### src/rtl/rbus_pkg.sv
package rbus_pkg;
  localparam int RBUS_TAG_W = 4;

  // control-to-datapath strobe bundle: one slot decision
  typedef struct packed {
    logic                  valid;
    logic [RBUS_TAG_W-1:0] tag;
  } slot_t;
endpackage

### src/rtl/rbus_arb_ctrl.sv
module rbus_arb_ctrl
  import rbus_pkg::*;
#(
  parameter int NUM_TAGS = 1 << RBUS_TAG_W
) (
  input  logic                clk,
  input  logic                rst,
  input  logic [NUM_TAGS-1:0] reqByTag,
  output slot_t               slotOut
);
  logic [NUM_TAGS-1:0] reqQ;
  logic [NUM_TAGS-1:0] inFlight;
  logic [NUM_TAGS-1:0] eligible;
  slot_t slotQ, prevQ, pick;

  // first lead cycle: request propagation register
  // second lead cycle: priority result register
  always_ff @(posedge clk) begin
    if (rst) begin
      reqQ  <= '0;
      slotQ <= '0;
      prevQ <= '0;
    end else begin
      reqQ  <= reqByTag;
      slotQ <= pick;
      prevQ <= slotQ;
    end
  end

  // producers hold their request one cycle past select: mask the last two winners
  always_comb begin
    inFlight = '0;
    if (slotQ.valid) inFlight[slotQ.tag] = 1'b1;
    if (prevQ.valid) inFlight[prevQ.tag] = 1'b1;
    eligible    = reqQ & ~inFlight;
    eligible[0] = 1'b0;
  end

  // fixed priority, highest tag first
  always_comb begin
    pick = '0;
    for (int t = NUM_TAGS - 1; t >= 0; t--) begin
      if (!pick.valid && eligible[t]) begin
        pick.valid = 1'b1;
        pick.tag   = RBUS_TAG_W'(t);
      end
    end
  end

  assign slotOut = slotQ;


  valid_tag_nonzero_chk: assert property (@(posedge clk) disable iff (rst)
    slotQ.valid |-> slotQ.tag != '0);

  idle_tag_zero_chk: assert property (@(posedge clk) disable iff (rst)
    !slotQ.valid |-> slotQ.tag == '0);

  lead_backed_chk: assert property (@(posedge clk) disable iff (rst)
    slotQ.valid |-> (($past(reqByTag, 2) >> slotQ.tag) & NUM_TAGS'(1)) != '0);

  no_repeat_grant_chk: assert property (@(posedge clk) disable iff (rst)
    (slotQ.valid && $past(slotQ.valid)) |-> slotQ.tag != $past(slotQ.tag));
endmodule

### src/rtl/rbus_arb_datapath.sv
module rbus_arb_datapath
  import rbus_pkg::*;
#(
  parameter int DATA_W   = 16,
  parameter int NUM_TAGS = 1 << RBUS_TAG_W
) (
  input  slot_t                  slotIn,
  input  logic [DATA_W-1:0]      dataByTag [NUM_TAGS],
  output logic                   busValid,
  output logic [RBUS_TAG_W-1:0]  busTag,
  output logic [DATA_W-1:0]      busData
);
  always_comb begin
    busValid = slotIn.valid;
    busTag   = slotIn.valid ? slotIn.tag : '0;
    busData  = slotIn.valid ? dataByTag[slotIn.tag] : '0;
  end
endmodule

### src/rtl/rbus_arbiter.sv
module rbus_arbiter
  import rbus_pkg::*;
#(
  parameter int DATA_W     = 16,
  parameter int NUM_FETCH  = 6,
  parameter int NUM_MUL    = 2,
  parameter int NUM_ADD    = 3,
  parameter int FETCH_BASE = 1,
  parameter int MUL_BASE   = 8,
  parameter int ADD_BASE   = 10
) (
  input  logic                        clk,
  input  logic                        rst,
  input  logic [NUM_FETCH-1:0]        fetchReq,
  input  logic [NUM_MUL-1:0]          mulReq,
  input  logic [NUM_ADD-1:0]          addReq,
  input  logic [NUM_FETCH*DATA_W-1:0] fetchData,
  input  logic [NUM_MUL*DATA_W-1:0]   mulData,
  input  logic [NUM_ADD*DATA_W-1:0]   addData,
  output logic [NUM_FETCH-1:0]        fetchSel,
  output logic [NUM_MUL-1:0]          mulSel,
  output logic [NUM_ADD-1:0]          addSel,
  output logic                        busValid,
  output logic [RBUS_TAG_W-1:0]       busTag,
  output logic [DATA_W-1:0]           busData
);
  localparam int TAG_W    = RBUS_TAG_W;
  localparam int NUM_TAGS = 1 << TAG_W;

  logic [NUM_TAGS-1:0] reqByTag;
  logic [DATA_W-1:0]   dataByTag [NUM_TAGS];
  slot_t               slot;

  // fold the three producer groups onto the tag space
  always_comb begin
    reqByTag = '0;
    for (int t = 0; t < NUM_TAGS; t++) dataByTag[t] = '0;
    for (int i = 0; i < NUM_FETCH; i++) begin
      reqByTag[FETCH_BASE+i]  = fetchReq[i];
      dataByTag[FETCH_BASE+i] = fetchData[i*DATA_W +: DATA_W];
    end
    for (int j = 0; j < NUM_MUL; j++) begin
      reqByTag[MUL_BASE+j]  = mulReq[j];
      dataByTag[MUL_BASE+j] = mulData[j*DATA_W +: DATA_W];
    end
    for (int k = 0; k < NUM_ADD; k++) begin
      reqByTag[ADD_BASE+k]  = addReq[k];
      dataByTag[ADD_BASE+k] = addData[k*DATA_W +: DATA_W];
    end
  end

  rbus_arb_ctrl #(.NUM_TAGS(NUM_TAGS)) ctrl_i (
    .clk      (clk),
    .rst      (rst),
    .reqByTag (reqByTag),
    .slotOut  (slot)
  );

  rbus_arb_datapath #(.DATA_W(DATA_W), .NUM_TAGS(NUM_TAGS)) dp_i (
    .slotIn    (slot),
    .dataByTag (dataByTag),
    .busValid  (busValid),
    .busTag    (busTag),
    .busData   (busData)
  );

  // select return: decoded from the broadcast tag
  for (genvar i = 0; i < NUM_FETCH; i++) begin : g_fetchSel
    assign fetchSel[i] = busValid && (busTag == TAG_W'(FETCH_BASE + i));
  end
  for (genvar j = 0; j < NUM_MUL; j++) begin : g_mulSel
    assign mulSel[j] = busValid && (busTag == TAG_W'(MUL_BASE + j));
  end
  for (genvar k = 0; k < NUM_ADD; k++) begin : g_addSel
    assign addSel[k] = busValid && (busTag == TAG_W'(ADD_BASE + k));
  end


  one_select_chk: assert property (@(posedge clk) disable iff (rst)
    $onehot0({addSel, mulSel, fetchSel}));

  select_when_valid_chk: assert property (@(posedge clk) disable iff (rst)
    busValid |-> $countones({addSel, mulSel, fetchSel}) == 1);

  idle_quiet_chk: assert property (@(posedge clk) disable iff (rst)
    !busValid |-> (busData == '0 && {addSel, mulSel, fetchSel} == '0));
endmodule

### config.mk
export PLATFORM = sky130hd
export DESIGN_NAME = rbus_arbiter
export DESIGN_NICKNAME = d
export VERILOG_FILES = /design/src/rtl/rbus_pkg.sv /design/src/rtl/rbus_arb_ctrl.sv /design/src/rtl/rbus_arb_datapath.sv /design/src/rtl/rbus_arbiter.sv
export SDC_FILE = /design/constraint.sdc
export NUM_CORES = 1
export LEC_CHECK = 0
export CAP_MARGIN = 20
export CORE_MARGIN = 1
export CORE_UTILIZATION = 43
export CTS_BUF_LIST = sky130_fd_sc_hd__clkbuf_4 sky130_fd_sc_hd__clkbuf_8
export CTS_CLUSTER_DIAMETER = 60
export DETAILED_ROUTE_END_ITERATION = 10
export PLACE_DENSITY_LB_ADDON = 0.1
export SKIP_CTS_REPAIR_TIMING = 1
export SLEW_MARGIN = 20
export SYNTH_ARGS = -nofsm -noshare
export SYNTH_HDL_FRONTEND = slang
export SYNTH_HIERARCHICAL = 1
export SYNTH_SLANG_ARGS = --single-unit
### constraint.sdc
create_clock -name clk -period 2.95 [get_ports clk]
set_input_delay 0.4425 -clock clk [delete_from_list [all_inputs] [get_ports clk]]
set_output_delay 0.4425 -clock clk [all_outputs]
set_load 0.02 [all_outputs]
---- Word-level counts from Yosys, hierarchy flattened ----
Index checks and enable logic that the tools add are counted.
word-level totals
  flip-flop bits (word level) ............. 26
  latch bits .............................. 0
  memory bits (writable) .................. 0
  bits in read-only memories .............. 0
  output and inout bits ................... 32
  logic and storage cells ................. 99
  memories ................................ 0
operators by class
  $add $sub $neg .......................... 0
  multiply operators ...................... 0
  divide/modulo/power cells ............... 0
  order comparisons ....................... 5
  eq/ne operators ......................... 11
  shifts and indexed selects .............. 0
  muxes and demuxes ....................... 26
  bitwise operators ....................... 4
  reductions and logical operators ........ 44
operators by type and width
  kind                                                                number
  two-way mux 16 bit                                                  5
  two-way mux 5 bit                                                   15
  binary-select mux 16 bit (select 4 bit)                             1
  logical AND 1 bit                                                   27
  == test 4 bit (second input constant)                               5
  AND 16 bit                                                          1
  inverter 16 bit                                                     1
  bitwise OR 16 bit                                                   1
  zero test 1 bit                                                     14
  == test 4 x 3 -> 1 bit (second input constant)                      3
  < comparator 4 x 5 -> 1 bit (second input constant)                 2
  demux 1 bit (select 4 bit)                                          2
  == test 4 x 2 -> 1 bit (second input constant)                      2
  greater-or-equal comparator 4 x 1 -> 1 bit (second input constant)  2
  OR reduction 8 bit                                                  1
  greater-or-equal comparator 5 bit (second input constant)           1
  inverter 4 -> 5 bit                                                 1
  == test 4 x 1 -> 1 bit (second input constant)                      1
  two-way mux 4 bit                                                   1
  OR reduction 4 bit                                                  1
  two-way mux 1 bit                                                   2
  OR reduction 2 bit                                                  1

---- Depth between registers and ports, before layout ----
  depth in word-level cells ............... 52
  mapped depth ............................ 8
  depth with buffers taken out ............ 6

---- Hierarchy ----
The synthesis kept the hierarchy.
modules (own cells, without submodules)
  module             instances  cells each  area an instance (um2)
  rbus_arb_datapath  1          268         2,318.5
  rbus_arb_ctrl      1          150         1,350.0
  rbus_arbiter       1          19          93.8

---- Least setup slack after synthesis ----
OpenSTA, ideal clock, no wires.
  path kind ............................... flip-flop to output port
  from .................................... register ctrl_i.slotQ (netlist bit ctrl_i/slotOut[0])
  to ...................................... output port fetchSel[0]
  arrival ................................. 1.785 ns
  path slack .............................. 0.722 ns
  cell stages (with the launch flop) ...... 8
  cell sequence ........................... dfxtp_1 -> buf_6 -> buf_12 -> buf_12 -> buf_6 -> and2_1 -> nand2b_1 -> nor2_1
between the ends
  longest elaborated chain between the ends .. 3
RTL lines
  element                 RTL line                 source
  start, declared         rbus_arb_ctrl.sv:14      slot_t slotQ, prevQ, pick;
  start signal, assigned  rbus_arb_ctrl.sv:25      slotQ <= pick;
  two-way mux 4 bit       rbus_arb_datapath.sv:15  busTag = slotIn.valid ? slotIn.tag : '0;
  net busTag[0]           rbus_arbiter.sv:24       output logic [RBUS_TAG_W-1:0] busTag,
  == test 4 x 1 -> 1 bit  rbus_arbiter.sv:69       assign fetchSel[i] = busValid && (busTag == TAG_W'(FETCH_BASE + i));
  logical AND 1 bit       rbus_arbiter.sv:69
  end, declared           rbus_arbiter.sv:20       output logic [NUM_FETCH-1:0] fetchSel,
The timed path passes the listed nets, and every way through them passes these cells.

---- Final worst setup path ----
  from .................................... register ctrl_i.slotQ (netlist bit ctrl_i/slotOut[2])
  to ...................................... output port busData[0]
between the ends
  longest elaborated chain between the ends .. 5
RTL lines
  element                                                RTL line                 source
  inverter 4 -> 5 bit (implied by the code)              rbus_arb_datapath.sv:16  busData = slotIn.valid ? dataByTag[slotIn.tag] : '0;
  binary-select mux 16 bit (select 4 bit)                rbus_arb_datapath.sv:16
  two-way mux 16 bit (implied by the code) (2 in a row)  rbus_arb_datapath.sv:16
  two-way mux 16 bit                                     rbus_arb_datapath.sv:16
  end, declared                                          rbus_arbiter.sv:25       output logic [DATA_W-1:0] busData
Every way passes these cells. The select of a mux whose other input is x is not followed.

==> impl_results.md <==
- Post-DP HPWL: around 11,000 um
- ANT nets after route: 0
- Row cnt: 33
- CP startpoint kind: flop
- WP depth: 7
- Post-synth cell types: 58
- Vias in the first global route: 4,170
- CTS Root Cell: clkbuf_8
- Post-synth EDFFs: 0
- Max IR drop VDD: 325.7 uV
- Setup crit end: busData[0]
- H-tree Lvls: 1
- Reg2reg start: ctrl_i/slotOut[0]
- Vias after detailed routing: about 4,400
- RSZ-0062 raised after global routing: false
- Synthesis-to-finish area growth: 68.64%
- Crit-path max cell delay: approximately 0.55 ns
- Seq/Total Area, Yosys: between 10% and 20%
- Tot GR Track Use: around 29%
- DR vias/cell: roughly 5.3
- Final setup viols: 0
- Part of the power in combinational logic: between 60% and 70%
- Worst skew pair latency: between 0.2 and 0.3 ns
- Die H: roughly 96 um
- Fraction of registers with async set/reset: 0%
- Slew Limit Headroom: between 60% and 70%
- DRC viols: 0
- Critical path class: reg2out
- Internal: roughly 1.1 mW
- Fillers: about 650
- Cells after Synth: 437
- Worst-path clk slew: approximately 0.08 ns
- Slowest library cell on the worst path: clkdlybuf4s50_1
- Grt total ovfl: 0
- Ys flop type: dfxtp_1
- Clock tree buffer depth: 2
- Largest net degree at the start of global routing: 52
- First-pass GRT wire length: 20,400 um
- Full die area: 9128 um^2
- FF-to-FF End: ctrl_i/slotOut[0]
- CP max FO: 32
- Syn_area_per_cell: about 8.6 um^2
- Die W: around 96 um
- Crit path launch: ctrl_i/slotOut[2]
- IO Count: roughly 220
- Post-Syn Area: about 3800 um^2
- Hold Path Stages: 2
- Number of max-cap violations: 0
- Synth top area share: 27.14%
- Placed Area: around 6200 um^2
- Top cell family by delay on the critical path: buffers and inverters
- Fin Setup TNS: 0 ns
- Final wirelength: ~14,000 um
- Pre-CTS WS: approximately 0.26 ns
- Layout cells sized above 1: under 10%
- Initial core utilization: between 40% and 50%
- Switching share of total power: 36.30%
- Clock group share of total power: approximately 13%
- Period utilization: about 94%
- Reg2reg path depth: 8
- Core region area: roughly 8300 um^2
- Final Hold Viols: 0
- Hold Path Origin: ctrl_i/reqQ[1]
- Slew Viols, Final: 0
- F_max: approximately 0.36 GHz
- Post-route cell area: about 6300 um^2
- Min-Delay Path Class: reg2reg
- Crit-path cells: buf_4 -> nor2b_2 -> buf_6 -> a22oi_1 -> nand3_1 -> nand2_1 -> clkdlybuf4s50_1
- Synth warn: 6
- Actual slew at the worst max-slew pin: 0.5882 ns
- Avg WL per Cell: between 15 and 20 um
- Nets@finish: 915
- DR pass1 iterations: 5
- Leakage: about 2.5 nW
- Switching power: approximately 0.60 mW
- Pwr Density: 262.1 nW/um^2
- Flops & latches, synth: 25
- Fin worst setup slack: about 0.18 ns
- WP data required: roughly 2.5 ns
- Port Buffers: 220
- Run status: completed
- DRT iter0 DRCs: 302
- Crit path buf inv count: 3
- Antenna cells: 0
- CTS Sinks: 25
- Setup crit end kind: primary output
- Fin crit period: 2.773 ns
- Crit path DAT: between 2 and 2.5 ns
- Area leader, netlist: mux2i_1
- GP Congestion: between 0.8 and 0.9
- Flop pwr share: between 20% and 30%
- CTS buffer count: 3
- CTS tree: done
- Total power: around 1.7 mW
- Area contributors post-synth: mux2i_1, dfxtp_1, a22oi_1
- Initial antenna violation count: 0
- Reg2reg setup slack: between 0.5 and 0.6 ns
- Post-route clock skew: about 0.0011 ns
## cell families (layout without fill, tap and decap cells)
kind of cell	after synthesis	after routing	share of synthesized area [%]
compound gates	96	96	19.85
buf+inv	41	246	8.313
flops	25	25	13.30
mux	115	115	34.92
other cells	1	84	0.09967
simple gates	159	159	23.51
## power by group through the flow
stage	clock, mW	combinational [mW]	sequential, mW
2_1_floorplan	0	0.635	0.385
6_report	0.210	1.06	0.393
3_3_place_gp	0	1.00	0.409
4_1_cts	0.211	1.02	0.403
5_1_grt	0.229	1.13	0.395
3_5_place_dp	0	1.02	0.411
## metal layers
metal	vias up	wire, um	GRT usage [%]
met5	-	0	0
met2	237	7280	54.40
met4	0	297	7.960
met1	2009	5292	33.32
met3	32	1357	3.748
li1	2158	-	-
## tightest hold or removal path, delay by kind of cell, from the launching register on
family	cells	cell delay (ns)
AND/OR/NAND/NOR	1	0.08
flip-flops	1	0.32
AO/OA/AOI/OAI	1	0.13
## per-stage QoR
stage               std cells  util, %  hold slack, ns
CTS                       825    75.37          0.5751
global placement          821    74.78          0.5350
floorplan                 520        -          0.5090
global route              830    76.07          0.5888
detailed placement        821    74.78          0.5620
finish                    830    76.07          0.5846
## state kept, by name, summed over array words and instances (netlist names)
register and cells:
ctrl_i/prevQ 5, ctrl_i/reqQ 15, ctrl_i/slotOut 5
## how the worst min path moves through the flow
| stage | slack, ns | to |
|---|---|---|
| finish | 0.58 | ctrl_i/slotOut[4] |
| global route | 0.59 | ctrl_i/slotOut[4] |
| CTS | 0.58 | ctrl_i/slotOut[4] |
| detailed placement | 0.56 | ctrl_i/slotOut[4] |
| global placement | 0.54 | ctrl_i/slotOut[4] |
| floorplan | 0.51 | ctrl_i/prevQ[0] |
## cell usage after synthesis, drive strengths merged (2+ instances only)
cell and count:
mux2i 102, a22oi 55, nand3 40, nor2b 26
dfxtp 25, buf 24, nand2 24, nand2b 20
nor2 20, o21ai 14, mux4 13, clkbuf 12
and2 6, nand3b 5, a21oi 4, inv 4
nor3 4, o221ai 4, o2111ai 3, a31oi 2
and3 2, nand4b 2, nor3b 2, o21a 2
or2 2, or3b 2
## area by class of cell
class                   instances  area (um^2)  area share (%)
repair buffers                237         2370           37.35
multi-input cells             454         3272           51.57
clock buffers                   4        48.80          0.7691
well taps                     105        131.4           2.071
flip-flops and latches         25        504.2           7.947
inverters                       5        18.77          0.2958
## cells in the final DEF, fill, tap and decap left out, types with 2 or more instances in the layout
cell type and n:
nor3b_1 2, o2111ai_1 3, conb_1 84, nand4b_1 2, nand2_1 24, a22oi_1 55
mux2i_1 102, clkbuf_8 3, nor2_1 18, inv_1 3, o221ai_1 3, nand2b_1 20
a21oi_1 4, nand3b_1 4, nor3_1 4, o21a_1 2, nand3_1 38, dfxtp_1 24
o21ai_0 13, and3_1 2, nor2b_1 25, nand3_2 2, buf_6 2, mux4_2 13
and2_1 5, clkdlybuf4s50_1 220, buf_4 13, or3b_1 2
Note: power is estimated with default switching activity, not from simulation.
